==> src/rtl/slot_ver_pkg.sv <==
package slot_ver_pkg;

  typedef enum logic [2:0] {
    ACT_IDLE,
    ACT_DRAW,
    ACT_WR_HERE,
    ACT_WR_NEW,
    ACT_STALL
  } act_e;

  // index of the lowest set bit, 0 when none is set
  function automatic int first_set(logic [31:0] m);
    int r;
    r = 0;
    for (int i = 31; i >= 0; i--) begin
      if (m[i]) r = i;
    end
    return r;
  endfunction

endpackage

==> src/rtl/slot_counters.sv <==
module slot_counters #(
  parameter int NUM_SLOTS = 4,
  parameter int CNT_W     = 8,
  localparam int SLOT_W   = $clog2(NUM_SLOTS)
) (
  input  logic              clk,
  input  logic              rst_n,
  input  logic              inc_en,
  input  logic [SLOT_W-1:0] inc_slot,
  input  logic              dec_en,
  input  logic [SLOT_W-1:0] dec_slot,
  output logic [CNT_W-1:0]  cnt [NUM_SLOTS]
);

  function automatic logic [CNT_W-1:0] step_count(logic [CNT_W-1:0] c, logic up, logic down);
    case ({up, down})
      2'b10:   return c + 1'b1;
      2'b01:   return c - 1'b1;
      default: return c;
    endcase
  endfunction

  for (genvar s = 0; s < NUM_SLOTS; s++) begin : g_slot
    logic [CNT_W-1:0] c_q;
    logic             hit_inc;
    logic             hit_dec;

    assign hit_inc = inc_en && (inc_slot == SLOT_W'(s));
    // a completion for an idle slot is dropped
    assign hit_dec = dec_en && (dec_slot == SLOT_W'(s)) && (c_q != '0);

    always_ff @(posedge clk) begin
      if (!rst_n) c_q <= '0;
      else        c_q <= step_count(c_q, hit_inc, hit_dec);
    end

    assign cnt[s] = c_q;
  end

endmodule

==> src/rtl/slot_regfile.sv <==
module slot_regfile #(
  parameter int NUM_SLOTS = 4,
  parameter int NUM_REGS  = 8,
  parameter int DATA_W    = 32,
  localparam int SLOT_W   = $clog2(NUM_SLOTS),
  localparam int ADDR_W   = $clog2(NUM_REGS)
) (
  input  logic              clk,
  input  logic              rst_n,
  input  logic              wr_en,
  input  logic              copy_en,
  input  logic [SLOT_W-1:0] src_slot,
  input  logic [SLOT_W-1:0] dst_slot,
  input  logic [ADDR_W-1:0] wr_addr,
  input  logic [DATA_W-1:0] wr_data,
  input  logic [SLOT_W-1:0] rd_slot,
  input  logic [ADDR_W-1:0] rd_addr,
  output logic [DATA_W-1:0] rd_data
);

  function automatic logic [DATA_W-1:0] pick_word(logic hit, logic [DATA_W-1:0] nv,
                                                  logic [DATA_W-1:0] ov);
    return hit ? nv : ov;
  endfunction

  logic [DATA_W-1:0] store   [NUM_SLOTS][NUM_REGS];
  logic [DATA_W-1:0] src_row [NUM_REGS];

  for (genvar r = 0; r < NUM_REGS; r++) begin : g_src
    assign src_row[r] = store[src_slot][r];
  end

  for (genvar s = 0; s < NUM_SLOTS; s++) begin : g_slot
    for (genvar r = 0; r < NUM_REGS; r++) begin : g_reg
      logic [DATA_W-1:0] q;
      logic              addr_hit;
      logic              upd;

      assign addr_hit = (wr_addr == ADDR_W'(r));
      assign upd      = wr_en && (dst_slot == SLOT_W'(s)) && (copy_en || addr_hit);

      always_ff @(posedge clk) begin
        if (!rst_n)   q <= '0;
        else if (upd) q <= pick_word(addr_hit, wr_data, src_row[r]);
      end

      assign store[s][r] = q;
    end
  end

  assign rd_data = store[rd_slot][rd_addr];

endmodule

==> src/rtl/slot_state_versioner.sv <==
module slot_state_versioner #(
  parameter int NUM_SLOTS = 4,
  parameter int NUM_REGS  = 8,
  parameter int DATA_W    = 32,
  parameter int CNT_W     = 8,
  localparam int SLOT_W   = $clog2(NUM_SLOTS),
  localparam int ADDR_W   = $clog2(NUM_REGS)
) (
  input  logic              clk,
  input  logic              rst_n,
  input  logic              cmd_valid,
  input  logic              cmd_is_draw,
  input  logic [ADDR_W-1:0] cmd_addr,
  input  logic [DATA_W-1:0] cmd_data,
  output logic              cmd_ready,
  output logic              draw_valid,
  output logic [SLOT_W-1:0] draw_slot,
  input  logic              done_valid,
  input  logic [SLOT_W-1:0] done_slot,
  input  logic [SLOT_W-1:0] rd_slot,
  input  logic [ADDR_W-1:0] rd_addr,
  output logic [DATA_W-1:0] rd_data
);
  import slot_ver_pkg::*;

  localparam logic [CNT_W-1:0] CNT_MAX = '1;

  logic [SLOT_W-1:0]    cur_q;
  logic                 locked_q;
  logic                 draw_valid_q;
  logic [SLOT_W-1:0]    draw_slot_q;
  logic [CNT_W-1:0]     cnt_q [NUM_SLOTS];
  logic [NUM_SLOTS-1:0] free_mask;
  logic [SLOT_W-1:0]    alloc_slot;
  logic                 any_free;
  act_e                 act;

  // named events for the checker
  logic draw_fire, wr_here_fire, alloc_fire, stall_now;

  for (genvar s = 0; s < NUM_SLOTS; s++) begin : g_free
    assign free_mask[s] = (cur_q != SLOT_W'(s)) && (cnt_q[s] == '0);
  end

  assign any_free   = |free_mask;
  assign alloc_slot = SLOT_W'(first_set(32'(free_mask)));

  always_comb begin
    if (!cmd_valid)                act = ACT_IDLE;
    else if (cmd_is_draw)          act = (cnt_q[cur_q] == CNT_MAX) ? ACT_STALL : ACT_DRAW;
    else if (!locked_q)            act = ACT_WR_HERE;
    else if (any_free)             act = ACT_WR_NEW;
    else                           act = ACT_STALL;
  end

  assign draw_fire    = (act == ACT_DRAW);
  assign wr_here_fire = (act == ACT_WR_HERE);
  assign alloc_fire   = (act == ACT_WR_NEW);
  assign stall_now    = (act == ACT_STALL);
  assign cmd_ready    = !stall_now;

  always_ff @(posedge clk) begin
    if (!rst_n) begin
      cur_q        <= '0;
      locked_q     <= 1'b0;
      draw_valid_q <= 1'b0;
      draw_slot_q  <= '0;
    end else begin
      draw_valid_q <= draw_fire;
      if (draw_fire) begin
        draw_slot_q <= cur_q;
        locked_q    <= 1'b1;
      end
      if (alloc_fire) begin
        cur_q    <= alloc_slot;
        locked_q <= 1'b0;
      end
    end
  end

  assign draw_valid = draw_valid_q;
  assign draw_slot  = draw_slot_q;

  slot_counters #(.NUM_SLOTS(NUM_SLOTS), .CNT_W(CNT_W)) u_cnt (
    .clk      (clk),
    .rst_n    (rst_n),
    .inc_en   (draw_fire),
    .inc_slot (cur_q),
    .dec_en   (done_valid),
    .dec_slot (done_slot),
    .cnt      (cnt_q)
  );

  slot_regfile #(.NUM_SLOTS(NUM_SLOTS), .NUM_REGS(NUM_REGS), .DATA_W(DATA_W)) u_rf (
    .clk      (clk),
    .rst_n    (rst_n),
    .wr_en    (wr_here_fire || alloc_fire),
    .copy_en  (alloc_fire),
    .src_slot (cur_q),
    .dst_slot (alloc_fire ? alloc_slot : cur_q),
    .wr_addr  (cmd_addr),
    .wr_data  (cmd_data),
    .rd_slot  (rd_slot),
    .rd_addr  (rd_addr),
    .rd_data  (rd_data)
  );

endmodule

==> config.mk <==
export PLATFORM = sky130hd
export DESIGN_NAME = slot_state_versioner
export DESIGN_NICKNAME = d
export VERILOG_FILES = /design/src/rtl/slot_ver_pkg.sv /design/src/rtl/slot_counters.sv /design/src/rtl/slot_regfile.sv /design/src/rtl/slot_state_versioner.sv
export SDC_FILE = /design/constraint.sdc
export NUM_CORES = 2
export LEC_CHECK = 0
export BUFFER_PORTS_ARGS = -buffer_cell sky130_fd_sc_hd__buf_2
export CORE_MARGIN = 5
export CORE_UTILIZATION = 65
export CTS_BUF_LIST = sky130_fd_sc_hd__clkbuf_4
export CTS_CLUSTER_DIAMETER = 30
export CTS_CLUSTER_SIZE = 30
export DETAILED_ROUTE_END_ITERATION = 8
export PLACE_DENSITY = 0.82
export SKIP_CTS_REPAIR_TIMING = 1
export SYNTH_ARGS = -nofsm -noshare
export SYNTH_HDL_FRONTEND = slang
export SYNTH_HIERARCHICAL = 1
export SYNTH_SLANG_ARGS = --single-unit
==> constraint.sdc <==
create_clock -name clk -period 4.6 [get_ports clk]
set_clock_uncertainty 0.05 [all_clocks]
set_input_delay 0.46 -clock clk [delete_from_list [all_inputs] [get_ports clk]]
set_output_delay 0.46 -clock clk [all_outputs]
set_load 0.02 [all_outputs]
# --- Word-level counts from Yosys, hierarchy flattened ---
# Index checks and enable logic that the tools add are counted.
word_totals:
  reg_bits: 1062
  word_cells: 202
op_classes:
  add_sub_neg: 8
  n_lt_le_gt_ge: 3
  n_eq_ne: 32
  mux: 34
  bitwise_logic: 4
  reduce_logical: 81
op_table:
  columns: ["operator", "count"]
  rows:
  - ["$bmux 256 s2", 2]
  - ["$mux 256", 4]
  - ["$mux 32", 10]
  - ["$bmux 32 s3", 1]
  - ["$pmux 8 s2", 4]
  - ["$logic_and 1x1->1", 52]
  - ["$add 8x1->8 const B", 4]
  - ["$logic_not 8->1", 4]
  - ["$reduce_bool 8->1", 4]
  - ["$sub 8x1->8 const B", 4]
  - ["$eq 2x2->1 const B", 10]
  - ["$bmux 8 s2", 1]
  - ["$mux 8", 2]
  - ["$eq 3x3->1 const B", 5]
  - ["$mux 3", 5]
  - ["$eq 2x1->1 const B", 7]
  - ["$eq 3x2->1 const B", 4]
  - ["$mux 2", 5]
  - ["$reduce_bool 2->1", 5]
  - ["$logic_or 1x1->1", 9]
  - ["$eq 8x8->1 const B", 1]
  - ["$eq 3x1->1 const B", 2]
  - ["$ge 3x3->1 const B", 2]
  - ["$logic_not 2->1", 3]
  - ["other kinds (10)", 12]

# --- Logic depth before layout (Yosys ltp) ---
logic_depth:
  depth_word: 13
  ltp_mapped: 13
  depth_no_buf: 13

# --- Modules after synthesis ---
# The synthesis kept the hierarchy.
by_module_without_submodules:
  columns: ["module", "instances", "cells_each", "area_each_um2"]
  rows:
  - ["slot_regfile", 1, 6333, 52590.4]
  - ["slot_counters", 1, 315, 2670.1]
  - ["slot_state_versioner", 1, 69, 625.6]

# --- Worst setup path before layout ---
# Ideal clock, no wire load.
synth_timing:
  kind: "register to register"
  start: "reg cur_q[1]"
  end: "reg u_cnt.g_slot[0].c_q[7]"
  setup_ps: 115
  arrival_ps: 3434
  setup_slack_ps: 1001
  stages_incl_launch_ff: 12
  path_cell_list: "dfxtp_1 > buf_8 > mux4_2 > nor2_1 > or3b_2 > ha_1 > ha_1 > nand2_1 > nor3_2 > mux2_4 > and3_1 > o21a_1"
synth_via:
  elab_chain_len: 12
synth_rtl:
  columns: ["element", "line", "rtl"]
  rows:
  - ["from (decl)", "slot_state_versioner.sv:28", "logic [SLOT_W-1:0] cur_q;"]
  - ["from (signal assigned)", "slot_state_versioner.sv:75", "cur_q <= alloc_slot;"]
  - ["$not 2->3 (implied by the code)", "slot_state_versioner.sv:50", "else if (cmd_is_draw) act = (cnt_q[cur_q] == CNT_MAX) ? ACT_STALL : ACT_DRAW;"]
  - ["$bmux 8 s2", "slot_state_versioner.sv:50", null]
  - ["$mux 8 (implied by the code) (2 in series)", "slot_state_versioner.sv:50", null]
  - ["$eq 8x8->1", "slot_state_versioner.sv:50", null]
  - ["$mux 3", "slot_state_versioner.sv:50", null]
  - ["$mux 3 *", "slot_state_versioner.sv:50", null]
  - ["$mux 3 *", "slot_state_versioner.sv:49", "if (!cmd_valid) act = ACT_IDLE;"]
  - ["$eq 3x1->1 *", "slot_state_versioner.sv:56", "assign draw_fire = (act == ACT_DRAW);"]
  - ["net draw_fire", "slot_state_versioner.sv:39", "logic draw_fire, wr_here_fire, alloc_fire, stall_now;"]
  - ["$logic_and 1x1->1 *", "slot_counters.sv:28", "assign hit_inc = inc_en && (inc_slot == SLOT_W'(s));"]
  - ["$eq 2x1->1 / $eq 2x2->1 (equally long branches)", "slot_counters.sv:16", "case ({up, down})"]
  - ["$pmux 8 s2 / $reduce_bool 2->1 (equally long branches)", null, null]
  - ["to (signal assigned)", "slot_counters.sv:34", "else c_q <= step_count(c_q, hit_inc, hit_dec);"]
  - ["to (decl)", "slot_counters.sv:24", "logic [CNT_W-1:0] c_q;"]
# The timed path passes the listed nets; every way through them passes the cells marked *. The select of a mux whose other input is x is not followed.
# A chain may end at the register's enable or synchronous reset.

# --- Final worst setup path ---
layout_timing:
  start: "reg u_cnt.g_slot[3].c_q[0]"
  end: "reg u_rf.g_slot[2].g_reg[5].q[8]"
layout_via:
  elab_chain_len: 12
layout_rtl:
  columns: ["element", "line", "rtl"]
  rows:
  - ["from (decl)", "slot_counters.sv:24", null]
  - ["from (signal assigned)", "slot_counters.sv:34", null]
  - ["$bmux 8 s2 / $logic_not 8->1 (equally long branches)", "slot_state_versioner.sv:50, slot_state_versioner.sv:42", null]
  - ["$mux 8 (implied by the code) / $logic_and 1x1->1 (equally long branches)", "slot_state_versioner.sv:50, slot_state_versioner.sv:42", null]
  - ["$mux 8 (implied by the code) / $reduce_or 4->1 (equally long branches)", "slot_state_versioner.sv:50, slot_state_versioner.sv:45", null]
  - ["$eq 8x8->1 / $mux 3 (equally long branches)", "slot_state_versioner.sv:50, slot_state_versioner.sv:52", null]
  - ["$mux 3, on equally long branches", "slot_state_versioner.sv:50, slot_state_versioner.sv:51", null]
  - ["$mux 3 *", "slot_state_versioner.sv:50", null]
  - ["$mux 3 *", "slot_state_versioner.sv:49", null]
  - ["$eq 3x2->1 *", "slot_state_versioner.sv:58", "assign alloc_fire = (act == ACT_WR_NEW);"]
  - ["net alloc_fire", "slot_state_versioner.sv:39", null]
  - ["$mux 2", null, null]
  - ["$eq 2x2->1", "slot_regfile.sv:40", "assign upd = wr_en && (dst_slot == SLOT_W'(s)) && (copy_en || addr_hit);"]
  - ["$logic_and 1x1->1", "slot_regfile.sv:40", null]
  - ["$logic_and 1x1->1 *", "slot_regfile.sv:40", null]
  - ["to (signal assigned)", "slot_regfile.sv:44", "else if (upd) q <= pick_word(addr_hit, wr_data, src_row[r]);"]
  - ["to (decl)", "slot_regfile.sv:35", "logic [DATA_W-1:0] q;"]
# Marked as above.

==> results.json <==
{
  "ant_nets": 0,
  "rows": 107,
  "dpl.hpwl_mm": 112,
  "num_vias": 54000,
  "synth_nets": 6796,
  "root_buffer": "clkbuf_4",
  "synthTopCellsByCount": "nor2_1, dfxtp_1, o21ai_0",
  "setup_viol": 0,
  "syn_area_per_cell_um2": 8.32,
  "tightest_slew_ns": 1.25,
  "power_density_nw_per_um2": 325,
  "grt_pass1_wl_mm": 290,
  "drive_gt1_frac": 0.160,
  "grt_use_total": 0.400,
  "routedWlPerCell_um": 24.0,
  "timing.fmax_mhz": 237,
  "io-pin-count": 83,
  "grt_max_degree": 178,
  "die_x_um": 303,
  "clock_path_buffers": 3,
  "endpoint_kind": "register",
  "synth_seq_area_share": 0.380,
  "hold_depth": 5,
  "yosysMostFrequentCell": "nor2_1",
  "clock-sinks": 1062,
  "clkTransAtPathRegs_ns": 0.10,
  "path_common_cell": "nor2_1",
  "viasPerCell": 6.78,
  "hold_class": "in2reg",
  "fin_crit_ns": 4.22,
  "hold_start": "cmd_addr[1]",
  "routabilityCongestion": 0.906,
  "synthesis.area_um2": 55900,
  "synth_seq_cells": 1062,
  "routed_wirelength_mm": 191,
  "ys.flop_type": "dfxtp_1",
  "ys_async_sr_fraction": 0,
  "relSlewSlack": 0.169,
  "seqCellArea_um2": 21300,
  "cp_slowest_stage_delay_ns": 0.55,
  "io_buffer_count": 82,
  "path_cells": "nor4_4, nand3b_2, a32oi_2, o21a_4, mux2_4, and3b_1, o21ai_2, buf_4, nor2_1, nor2_1, dlygate4sd3_1",
  "design.core.area_um2": 85300,
  "synthDistinctLibCells": 73,
  "power.total_mw": 19.9,
  "rsz0062_at_grt": "false",
  "outcome": "complete, but fails checks",
  "r2r_cells": 11,
  "multi_input_area_um2": 32500,
  "clock_latency_ns": 1.20,
  "cts_tree": "built",
  "startpoint": "u_cnt/g_slot[3].c_q[0]",
  "hold_viol": 3,
  "die_y_um": 303,
  "h-tree-depth": 4,
  "synth_top_area_cell": "dfxtp_1",
  "r2r-start": "u_cnt/g_slot[3].c_q[0]",
  "peakVddDrop_uv": 347,
  "layout.nets": 6718,
  "synth.area.top_cells": "dfxtp_1, nor2_1, mux4_2, mux2i_1, o21ai_0",
  "nFillCells": 6284,
  "worstPathRequired_ns": 5.66,
  "area_growth_pct": 9.25,
  "p_leak_nw": 27.3,
  "synth_top_area_share": 0.380,
  "ys_warn_count": 6,
  "initial_core_util": 0.655,
  "dieArea_um2": 91900,
  "synth-edff-count": 0,
  "syn_inst": 6717,
  "holdWs_ns": -0.0327,
  "critPathLaunchType": "register",
  "critical_path_class": "reg2reg",
  "slowest_stage": "dlygate4sd3_1",
  "path_max_fanout": 17,
  "cap_violations": 0,
  "dr.pass1.iters": 7,
  "crit_arrival_ns": 5.28,
  "grt_pass1_vias": 51500,
  "antenna_found_initial": 14,
  "finalMaxSlewViolations": 0,
  "numCtsBuffers": 208,
  "drcViolationCount": 0,
  "drt_iter0_drc": 8546,
  "violations": "hold timing",
  "min_period_over_period": 0.918,
  "grt_overflow": 0,
  "tns_ns": 0
}
[worst paths after layout]
path	endpoint	slack (ns)
hold reg to reg	draw_slot[1]	0.42
hold / removal	u_rf/g_slot[1].g_reg[4].q[15]	-0.03
setup reg to reg	u_rf/g_slot[2].g_reg[5].q[8]	0.38
setup / recovery	u_rf/g_slot[2].g_reg[5].q[8]	0.38
[cell type report]
cell class | instances | share of cell area
Tap cell | 1144 | 0.0234
Antenna cell | 14 | 0.000574
Multi-Input combinational cell | 5086 | 0.532
Sequential cell | 1062 | 0.348
Inverter | 13 | 0.000799
Clock buffer | 237 | 0.0291
Timing Repair Buffer | 268 | 0.0381
Clock inverter | 152 | 0.0277
[sequential cells by signal, summed over array words and instances (netlist names)]
name / cells
locked_q: 1
u_cnt/g_slot.c_q: 32
cur_q: 2
u_rf/g_slot.g.q: 1024
draw_slot: 2
draw_valid: 1
[worst max-delay path, delay by kind of cell, from the launching register on]
family,cells,cell delay (ns)
simple gates,5,1.18
compound gates,3,1.18
buf+inv,2,0.95
flops,1,0.41
mux,1,0.40
[cell families after synthesis]
logic type                 count (synthesis)  synth area share
buffers and inverters                    569            0.0454
xor gates and xnor gates                  13           0.00204
DFF                                     1062             0.380
adders and majority gates                 32           0.00770
and+or+nand+nor                         2539             0.183
muxes                                    934             0.228
AOI/OAI and AO/OA                       1568             0.153
[power by group]
part           switching, mW  internal [mW]  leakage [nW]
combinational           1.25          0.612          16.9
clock                   4.30           4.37          1.86
sequential            0.0700           9.27          8.56
[cell usage in the layout (no fill, tap or decap), types with 96 or more instances in the layout]
cell type	instances
nor2_1	1813
dfxtp_1	1060
o21ai_0	1018
mux2i_1	544
nand2_1	420
mux4_2	257
a21oi_1	242
clkbuf_4	237
mux2_2	129
nand3_1	119
buf_4	119
a22oi_1	96
[stage by stage]
step	hold WS, ns	utilization	std cells	worst slack [ns]	cell area, um^2
floorplan	0.420	-	6717	1.00	55900
global placement	0.399	0.671	7539	0.932	57200
detailed placement	0.402	0.671	7539	0.848	57200
CTS	-0.250	0.712	7928	0.819	60700
global route	-0.0168	0.716	7970	0.259	61000
finish	-0.0327	0.716	7976	0.379	61100
[routing by layer]
layer,global-route usage,vias to the layer above,wire length (um),share of wire
met5,0,-,47,0.00025
met4,0.245,8,13300,0.070
met3,0.141,954,30600,0.16
met2,0.588,4438,80000,0.42
met1,0.507,25200,67400,0.35
li1,-,23400,-,-
No activity file was read; power rests on OpenSTA's default activity.
